===== config.mk =====
export PLATFORM = sky130hd
export DESIGN_NAME = vmatrix_addr_gen
export DESIGN_NICKNAME = d
export VERILOG_FILES = /design/src/rtl/vmc_pkg.sv /design/src/rtl/vmc_addr_counter.sv /design/src/rtl/vmc_row_latch.sv /design/src/rtl/vmatrix_addr_gen.sv
export SDC_FILE = /design/constraint.sdc
export NUM_CORES = 1
export LEC_CHECK = 0
export CORE_MARGIN = 2
export CORE_UTILIZATION = 52
export CTS_CLUSTER_DIAMETER = 150
export DETAILED_ROUTE_END_ITERATION = 16
export GPL_TIMING_DRIVEN = 0
export PLACE_DENSITY = 0.86
export SYNTH_ARGS = -nofsm -noshare
export SYNTH_HDL_FRONTEND = slang
export SYNTH_SLANG_ARGS = --single-unit

===== constraint.sdc =====
create_clock -name clk -period 3.85 [get_ports clk]
set_clock_uncertainty 0.1 [all_clocks]
set_input_delay 0.9625 -clock clk [delete_from_list [all_inputs] [get_ports clk]]
set_output_delay 0.9625 -clock clk [all_outputs]
set_load 0.01 [all_outputs]

===== src/rtl/vmc_pkg.sv =====
package vmc_pkg;
  localparam int unsigned DEF_ADDR_W = 12;

  typedef enum logic [1:0] {
    CNT_HOLD = 2'd0,
    CNT_STEP = 2'd1,
    CNT_LOAD = 2'd2
  } cnt_op_e;
endpackage


===== src/rtl/vmc_addr_counter.sv =====
module vmc_addr_counter
  import vmc_pkg::*;
#(
  parameter int unsigned ADDR_W = DEF_ADDR_W
) (
  input  logic              clk,
  input  logic              rst,
  input  cnt_op_e           op,
  input  logic [ADDR_W-1:0] restore_val,
  output logic [ADDR_W-1:0] cnt_q
);
  localparam logic [ADDR_W-1:0] ONE = ADDR_W'(1);

  always_ff @(posedge clk) begin
    if (rst) begin
      cnt_q <= '0;
    end else begin
      unique case (op)
        CNT_LOAD: cnt_q <= restore_val;
        CNT_STEP: cnt_q <= cnt_q + ONE;
        default:  cnt_q <= cnt_q;
      endcase
    end
  end
endmodule


===== src/rtl/vmc_row_latch.sv =====
module vmc_row_latch #(
  parameter int unsigned ADDR_W = 12
) (
  input  logic              clk,
  input  logic              rst,
  input  logic              clr,
  input  logic              capture,
  input  logic [ADDR_W-1:0] cnt_in,
  output logic [ADDR_W-1:0] row_q
);
  always_ff @(posedge clk) begin
    if (rst || clr) begin
      row_q <= '0;
    end else if (capture) begin
      row_q <= cnt_in;
    end
  end
endmodule


===== src/rtl/vmatrix_addr_gen.sv =====
module vmatrix_addr_gen
  import vmc_pkg::*;
#(
  parameter int unsigned ADDR_W = DEF_ADDR_W
) (
  input  logic              clk,
  input  logic              rst,
  input  logic              inc_n,
  input  logic              store,
  input  logic              load,
  input  logic              vsync_clr,
  output logic [ADDR_W-1:0] count,
  output logic [ADDR_W-2:0] cell_addr
);
  localparam int unsigned CELL_W = ADDR_W - 1;

  cnt_op_e           op;
  logic [ADDR_W-1:0] row_start;
  logic [ADDR_W-1:0] cnt_q;

  // Load has priority over an increment.
  always_comb begin
    if (load)        op = CNT_LOAD;
    else if (!inc_n) op = CNT_STEP;
    else             op = CNT_HOLD;
  end

  vmc_addr_counter #(.ADDR_W(ADDR_W)) u_cnt (
    .clk         (clk),
    .rst         (rst),
    .op          (op),
    .restore_val (row_start),
    .cnt_q       (cnt_q)
  );

  // The register samples the pre-edge count, so store+load saves the old value.
  vmc_row_latch #(.ADDR_W(ADDR_W)) u_row (
    .clk     (clk),
    .rst     (rst),
    .clr     (vsync_clr),
    .capture (store),
    .cnt_in  (cnt_q),
    .row_q   (row_start)
  );

  assign count     = cnt_q;
  assign cell_addr = cnt_q[ADDR_W-1 -: CELL_W];
endmodule


### Yosys cells after proc, flatten, opt, wreduce, memory -nomap -nowiden

Cells that the tools add are included.

| word-level totals | value |
|---|---|
| output and inout bits | 23 |
| register bits after elaboration | 24 |
| input port bits | 6 |
| word-level logic and storage cells | 10 |

| cells by class | value |
|---|---|
| reduce and logical (&&, ||, !) cells | 2 |
| eq/ne operators | 2 |
| muxes and demuxes | 3 |
| add/sub/neg operators | 1 |

Operator list:

| operator | count |
|---|---|
| 12-bit case mux with 2 select lines | 1 |
| 12-bit by 1-bit adder with 12-bit output (second input constant) | 1 |
| 2-bit by 1-bit equality test with 1-bit output (second input constant) | 1 |
| 2-bit equality test (second input constant) | 1 |
| 2-bit two-way mux | 1 |
| 2-bit nonzero test | 1 |
| 1-bit logical OR | 1 |
| 1-bit two-way mux | 1 |

### Depth between registers and ports, before layout

Gate-level depths: netlist of the first run.

| depth | value |
|---|---|
| word-level depth | 4 |
| depth in mapped cells | 5 |
| gate-level depth less buffers | 4 |

### Cells and area by module

Synthesis of the first run repeated with hierarchy kept, for this count alone.

| second synthesis, totals | value |
|---|---|
| cells, all modules | 154 |
| area total of the unflattened synthesis | 1,277.5 um^2 |

By module, submodules not included:

| module | cells each | area each (um^2) | times used |
|---|---|---|---|
| vmc_addr_counter | 103 | 763.2 | 1 |
| vmc_row_latch | 39 | 427.9 | 1 |
| vmatrix_addr_gen | 12 | 86.3 | 1 |

### Worst setup path after synthesis of the first run

No wires, ideal clock.

| path | value |
|---|---|
| kind | in2reg |
| start | in inc_n |
| end | reg u_cnt.cnt_q[9] |
| data arrival time | 1.963 ns |
| setup slack | 1.696 ns |
| stages | 4 |
| cell sequence | clkbuf_1 -> nand4b_1 -> or4_1 -> a311oi_1 |

| between the ends | value |
|---|---|
| longest elaborated chain between the ends | 4 |
| elaborated cells on any way between the ends | 6 |
| those cells by class | eq/ne (2); mux (3); reduce/logical (1) |

Ends and longest elaborated chain:

| what | line | text |
|---|---|---|
| start, declared | vmatrix_addr_gen.sv:8 | `input logic inc_n,` |
| 1-bit two-way mux * | vmatrix_addr_gen.sv:24 | `else if (!inc_n) op = CNT_STEP;` |
| 2-bit two-way mux * | vmatrix_addr_gen.sv:23 | `if (load) op = CNT_LOAD;` |
| 2-bit by 1-bit equality test with 1-bit output / 2-bit equality test (equally long branches) | vmc_addr_counter.sv:18 | `unique case (op)` |
| 12-bit case mux with 2 select lines / 2-bit nonzero test (equally long branches) | n/a |  |
| end signal, assigned | vmc_addr_counter.sv:19 | `CNT_LOAD: cnt_q <= restore_val;` |
| end signal, assigned | vmc_addr_counter.sv:20 | `CNT_STEP: cnt_q <= cnt_q + ONE;` |
| end signal, assigned | vmc_addr_counter.sv:21 | `default: cnt_q <= cnt_q;` |
| end, declared | vmc_addr_counter.sv:10 | `output logic [ADDR_W-1:0] cnt_q` |

Every way passes the cells marked *; elsewhere a longest branch is shown, timed or not.
A chain may end at the register's enable or synchronous reset.

### Worst setup path after layout of the first run

| path | value |
|---|---|
| start | reg u_cnt.cnt_q[2] |
| end | out count[2] |

RTL lines:

| what | line | text |
|---|---|---|
| end, declared | vmatrix_addr_gen.sv:12 | `output logic [ADDR_W-1:0] count,` |

No word-level cell between the ends.

==> results.py, run 1 <==
metrics = {
    "hold_path": {
        "holdCritPathClass": "reg -> reg",
        "whs_path_depth": 2,
        "min_to": "u_cnt.cnt_q[0]",
        "min-delay-start": "u_row.row_q[0]",
    },
    "run": {
        "maxCapViolations": 0,
    },
    "route": {
        "viasPerCell": 5.69,
        "dr_wl_met3_um": 127,
        "first_pass_iters": 4,
        "drtIter0Drc": 18,
        "wl_met1_um": 1130,
        "ant_nets": 0,
        "route.detailed.drc": 0,
        "top_layer": "met4",
        "wl_met2_um": 1400,
        "num_vias": 1098,
        "drt-wirelength-per-cell_um": 14.0,
        "drt_wl_total_um": 2700,
    },
    "layout": {
        "area.growth.synth_to_final_pct": 29.3,
        "final_common_cell": "clkdlybuf4s50_1",
        "instances_no_fill": 193,
        "layout-drive-gt1-share": 0.121,
        "fin_nets": 173,
        "final_cell_mix": "clkdlybuf4s50_1, dfxtp_1, nor2_1, mux2i_1, buf_4",
        "antennaDiodeCount": 0,
        "nFillCells": 184,
    },
    "sta": {
        "finalCritPeriodShare": 0.667,
        "slew_viol_final": 0,
        "hold_violations": 0,
        "holdWs_ns": 0.374,
        "maxSlewHeadroom": 0.483,
        "worst_slack_ns": 1.28,
        "rsz0062_at_grt": "false",
        "setup_tns_ns": 0,
        "tightest_slew_ns": 0.775,
        "fin_crit_ns": 2.57,
        "finalSetupViolations": 0,
        "max_freq_mhz": 389,
    },
    "synthesis": {
        "ys_warn_count": 0,
        "yosysUniqueCellTypes": 35,
        "synth_area_leaders": "dfxtp_1, mux2i_1, buf_4, nor2_1, or4_1",
        "synthFlopType": "dfxtp_1",
        "yosysSeqAreaShare": 0.400,
        "async_reset_ff_frac": 0,
        "syn_area_mm2": 0.00120,
        "synth_cells": 133,
        "syn_nets": 140,
        "yosysTopAreaCell": "dfxtp_1",
        "avgSynthCellArea_um2": 9.02,
        "synth_edf_count": 0,
        "synth_seq_cells": 24,
        "synth_top_area_share": 0.400,
    },
    "grt": {
        "grt_usage": 0.224,
        "antenna_found_initial": 0,
        "grt_pass1_wl_um": 4540,
        "grt_overflow": 0,
        "grt_pass1_vias": 1007,
        "grt_max_degree": 14,
    },
    "die": {
        "ios": 29,
        "fp.dieH_um": 52.0,
        "num_rows": 17,
        "coreArea_mm2": 0.00219,
        "start_util": 0.548,
        "dieArea_mm2": 0.00271,
        "fp.dieW_um": 52.0,
    },
    "clocking": {
        "hold_buffers": 0,
        "cts_tree": "yes",
        "path_clk_slew_ns": 0.13,
        "cts_setup_buffers": 0,
        "insertion_delay_ns": 0.31,
        "root_buffer": "clkbuf_4",
        "cts-buffers-inserted": 3,
        "cts_max_level": 1,
        "cts_resized": 0,
        "cts_buffer_depth": 2,
        "clkSinkCount": 24,
    },
    "worst_setup_path": {
        "cp_top_family": "buffers and inverters",
        "worst_setup_path_start_kind": "register",
        "r2r_slack_ns": 1.97,
        "cp.required_ns": 2.79,
        "critPathMaxStageDelay_ns": 0.53,
        "crit_chain": "buf_4, clkdlybuf4s50_1",
        "critPathMaxFanout": 8,
        "rr_endpoint": "u_cnt.cnt_q[8]",
        "crit_type": "reg -> out",
        "worstPathArrival_ns": 1.51,
        "cp_num_buf_inv": 2,
        "r2r_cells": 5,
        "reg2reg_from": "u_cnt.cnt_q[1]",
        "end_kind": "output pin",
        "slowest_stage": "clkdlybuf4s50_1",
    },
    "placed_design": {
        "hpwl_um": 1990,
        "place.gp.congestion": 0.817,
        "io_buffers": 28,
        "dpl.cell_count": 189,
        "preCtsSetupSlack_ns": 1.08,
    },
    "pwr": {
        "ir_worst_vdd_mv": 0.218,
        "p_per_area_mw_per_mm2": 300,
        "cellLeakagePower_nw": 0.569,
        "power_mw": 0.466,
    },
    "outcome": {
        "status": "finished clean",
    },
}
## per-stage QoR
stage                      util  cell area (um2)
final                     0.708             1550
after CTS                 0.708             1550
after global routing      0.708             1550
after floorplan               -             1200
after global placement    0.692             1520
after detailed placement  0.692             1520
## sequential cells by signal, indices dropped and copies added, names as in the netlist
signal / count
u_row.row_q: 12
u_cnt.cnt_q: 12
## power by group
part	switching, mW	internal [mW]	leakage, nW
clock network	0.0751	0.0578	0.0210
registers	0.0100	0.255	0.195
logic	0.0308	0.0371	0.352
## metal layers
metal  vias up  track usage
li1        537            -
met1       518        0.265
met2        37        0.411
met3         6       0.0230
met4         0       0.0833
met5         -            0
## worst max path at each step
stage,startpoint,end,slack [ns],cells after the start
CTS,u_cnt.cnt_q[2],count[2],1.28,2
floorplan,inc_n,u_cnt.cnt_q[9],1.70,4
global route,u_cnt.cnt_q[2],count[2],1.21,2
finish,u_cnt.cnt_q[2],count[2],1.28,2
detailed placement,inc_n,u_cnt.cnt_q[9],1.08,5
global placement,inc_n,u_cnt.cnt_q[9],1.13,5
## logic make-up after synthesis
logic type / share of synthesized area
xor+xnor: 0.0219
mux: 0.109
compound gates: 0.137
fa+ha+maj: 0.0104
buf+inv: 0.109
flops: 0.400
simple gates: 0.212
## Yosys cell counts (all sizes together) (3+ instances only)
library cell  number
or4                7
mux2i             12
nor2              20
inv                3
clkbuf             6
nand2              7
a311oi             6
dfxtp             24
o31ai              4
buf               13
## worst min-delay path: stages, from the launching register on
cell and delay (ns):
dfxtp_1 0.34, nand2_1 0.05, a21oi_1 0.05
## area by class of cell
type                       instances  area (um2)  area share
multi-input combinational         87         588       0.379
sequential                        24         480       0.310
timing repair buffer              28         280       0.181
buffer                            19         120      0.0774
clock buffer                       4        36.3      0.0234
tap                               28        35.0      0.0226
inverter                           3        11.3     0.00726
(Power assumes the default switching activity.)
==> run 2, diff against run 1 <==
--- a/config.mk
+++ b/config.mk
@@ -6,11 +6,11 @@
 export NUM_CORES = 1
 export LEC_CHECK = 0
 export CORE_MARGIN = 2
-export CORE_UTILIZATION = 52
+export CORE_UTILIZATION = 43
 export CTS_CLUSTER_DIAMETER = 150
 export DETAILED_ROUTE_END_ITERATION = 16
 export GPL_TIMING_DRIVEN = 0
-export PLACE_DENSITY = 0.86
+export PLACE_DENSITY = 0.77
 export SYNTH_ARGS = -nofsm -noshare
 export SYNTH_HDL_FRONTEND = slang
 export SYNTH_SLANG_ARGS = --single-unit
==> constraint.sdc (replaced) <==
create_clock -name clk -period 2.34 [get_ports clk]
set_clock_uncertainty 0.1 [all_clocks]
set_input_delay 0.585 -clock clk [delete_from_list [all_inputs] [get_ports clk]]
set_output_delay 0.585 -clock clk [all_outputs]
set_load 0.01 [all_outputs]
==> results.py, run 2 (synthesis gave the netlist of run 1 again) <==
metrics = {
    "outcome": {
        "status": "finished clean",
    },
    "clocking": {
        "path_clk_slew_ns": 0.12,
        "root_buffer": "clkbuf_4",
        "cts_setup_buffers": 0,
        "cts_resized": 0,
        "insertion_delay_ns": 0.31,
        "cts_buffer_depth": 2,
        "cts_max_level": 1,
        "hold_buffers": 0,
        "clkSinkCount": 24,
        "cts_tree": "yes",
        "cts-buffers-inserted": 3,
    },
    "layout": {
        "reg_top3": "u_cnt.cnt_q: 12 flops, u_row.row_q: 12 flops",
        "final_common_cell": "clkdlybuf4s50_1",
        "final_cell_mix": "clkdlybuf4s50_1, dfxtp_1, nor2_1, mux2i_1, buf_4",
        "fin_nets": 173,
        "nFillCells": 279,
        "antennaDiodeCount": 0,
        "final_core_util": 0.574,
        "layout-drive-gt1-share": 0.121,
        "area.growth.synth_to_final_pct": 29.6,
    },
    "sta": {
        "slew_viol_final": 0,
        "tightest_slew_ns": 0.797,
        "fin_crit_ns": 2.21,
        "finalCritPeriodShare": 0.946,
        "rsz0062_at_grt": "false",
        "maxSlewHeadroom": 0.469,
        "max_freq_mhz": 452,
        "hold_violations": 0,
        "setup_tns_ns": 0,
        "finalSetupViolations": 0,
    },
    "grt": {
        "grt_usage": 0.172,
        "grt_max_degree": 14,
        "grt_overflow": 0,
        "antenna_found_initial": 0,
        "grt_pass1_wl_um": 4410,
        "grt_pass1_vias": 963,
    },
    "hold_path": {
        "whs_path_depth": 2,
        "min-delay-start": "u_row.row_q[1]",
        "holdCritPathClass": "reg -> reg",
        "min_to": "u_cnt.cnt_q[1]",
    },
    "die": {
        "ios": 29,
        "fp.dieW_um": 56.8,
        "start_util": 0.443,
        "fp.dieH_um": 56.8,
        "dieArea_mm2": 0.00323,
        "num_rows": 19,
        "coreArea_mm2": 0.00271,
    },
    "worst_setup_path": {
        "end_kind": "output pin",
        "r2r_cells": 5,
        "slowest_stage": "dfxtp_1",
        "critPathMaxStageDelay_ns": 0.53,
        "rr_endpoint": "u_cnt.cnt_q[10]",
        "crit_type": "reg -> out",
        "worst_setup_path_start_kind": "register",
        "crit_chain": "buf_4, clkdlybuf4s50_1",
        "worstPathArrival_ns": 1.53,
        "critPathMaxFanout": 8,
        "cp_top_family": "buffers and inverters",
        "cp.required_ns": 1.65,
        "reg2reg_from": "u_cnt.cnt_q[1]",
        "cp_num_buf_inv": 2,
        "r2r_slack_ns": 0.50,
    },
    "pwr": {
        "cellLeakagePower_nw": 0.569,
        "power_mw": 0.766,
        "p_sw_frac": 0.248,
        "p_sw_mw": 0.190,
        "p_comb_frac": 0.145,
        "internal_power_mw": 0.575,
        "p_per_area_mw_per_mm2": 492,
        "seqPwrFrac": 0.570,
        "ir_worst_vdd_mv": 0.435,
        "clkPwrFrac": 0.286,
    },
    "route": {
        "drt_wl_total_um": 2660,
        "num_vias": 1064,
        "drt-wirelength-per-cell_um": 13.6,
        "drtIter0Drc": 21,
        "first_pass_iters": 4,
        "route.detailed.drc": 0,
        "viasPerCell": 5.43,
        "ant_nets": 0,
    },
    "placed_design": {
        "io_buffers": 28,
        "hpwl_um": 1910,
        "place.gp.congestion": 0.794,
    },
    "run": {
        "maxCapViolations": 0,
    },
}
-- run 2: metal layers --
layer  track usage  part of all wire
met5             0                 0
met3        0.0230             0.044
met1         0.218              0.45
met4        0.0963             0.015
met2         0.277              0.50
-- run 2: worst reg2reg max path, cell delays in order (launching register included) --
cell	delay [ns]
dfxtp_1	0.47
ha_1	0.19
nand2b_1	0.05
clkbuf_1	0.18
or4_1	0.50
a311oi_1	0.28
-- run 2: final cells by class --
class | instances | area, um2 | area share
Multi-Input combinational cell | 87 | 588 | 0.378
Tap cell | 31 | 38.8 | 0.0249
Buffer | 19 | 120 | 0.0772
Inverter | 3 | 11.3 | 0.00724
Clock buffer | 4 | 36.3 | 0.0233
Sequential cell | 24 | 480 | 0.309
Timing Repair Buffer | 28 | 280 | 0.180
-- run 2: how the worst max path moves through the flow --
| stage | from | end | slack, ns | cells past startpoint |
|---|---|---|---|---|
| final | u_cnt.cnt_q[2] | count[2] | 0.13 | 2 |
| after CTS | u_cnt.cnt_q[2] | count[2] | 0.12 | 2 |
| after floorplan | inc_n | u_cnt.cnt_q[9] | 0.56 | 4 |
| after global routing | u_cnt.cnt_q[2] | count[2] | 0.08 | 2 |
| after detailed placement | inc_n | u_cnt.cnt_q[9] | -0.02 | 5 |
| after global placement | inc_n | u_cnt.cnt_q[9] | -0.02 | 5 |
-- run 2: power groups by stage --
stage                     sequential, mW  combinational (mW)  clock (mW)
final                              0.436               0.111       0.219
after global routing               0.439               0.120       0.237
after CTS                          0.436               0.112       0.224
after detailed placement           0.445               0.111           0
after global placement             0.444               0.110           0
after floorplan                    0.445              0.0552           0
-- run 2: per-stage QoR --
step / instance area, um2 / hold WS (ns) / setup slack (ns) / cells
finish: 1560 / 0.363 / 0.126 / 196
global route: 1560 / 0.388 / 0.0770 / 196
CTS: 1560 / 0.363 / 0.120 / 196
global placement: 1520 / 0.344 / -0.0199 / 192
floorplan: 1200 / 0.331 / 0.564 / 133
detailed placement: 1520 / 0.344 / -0.0243 / 192
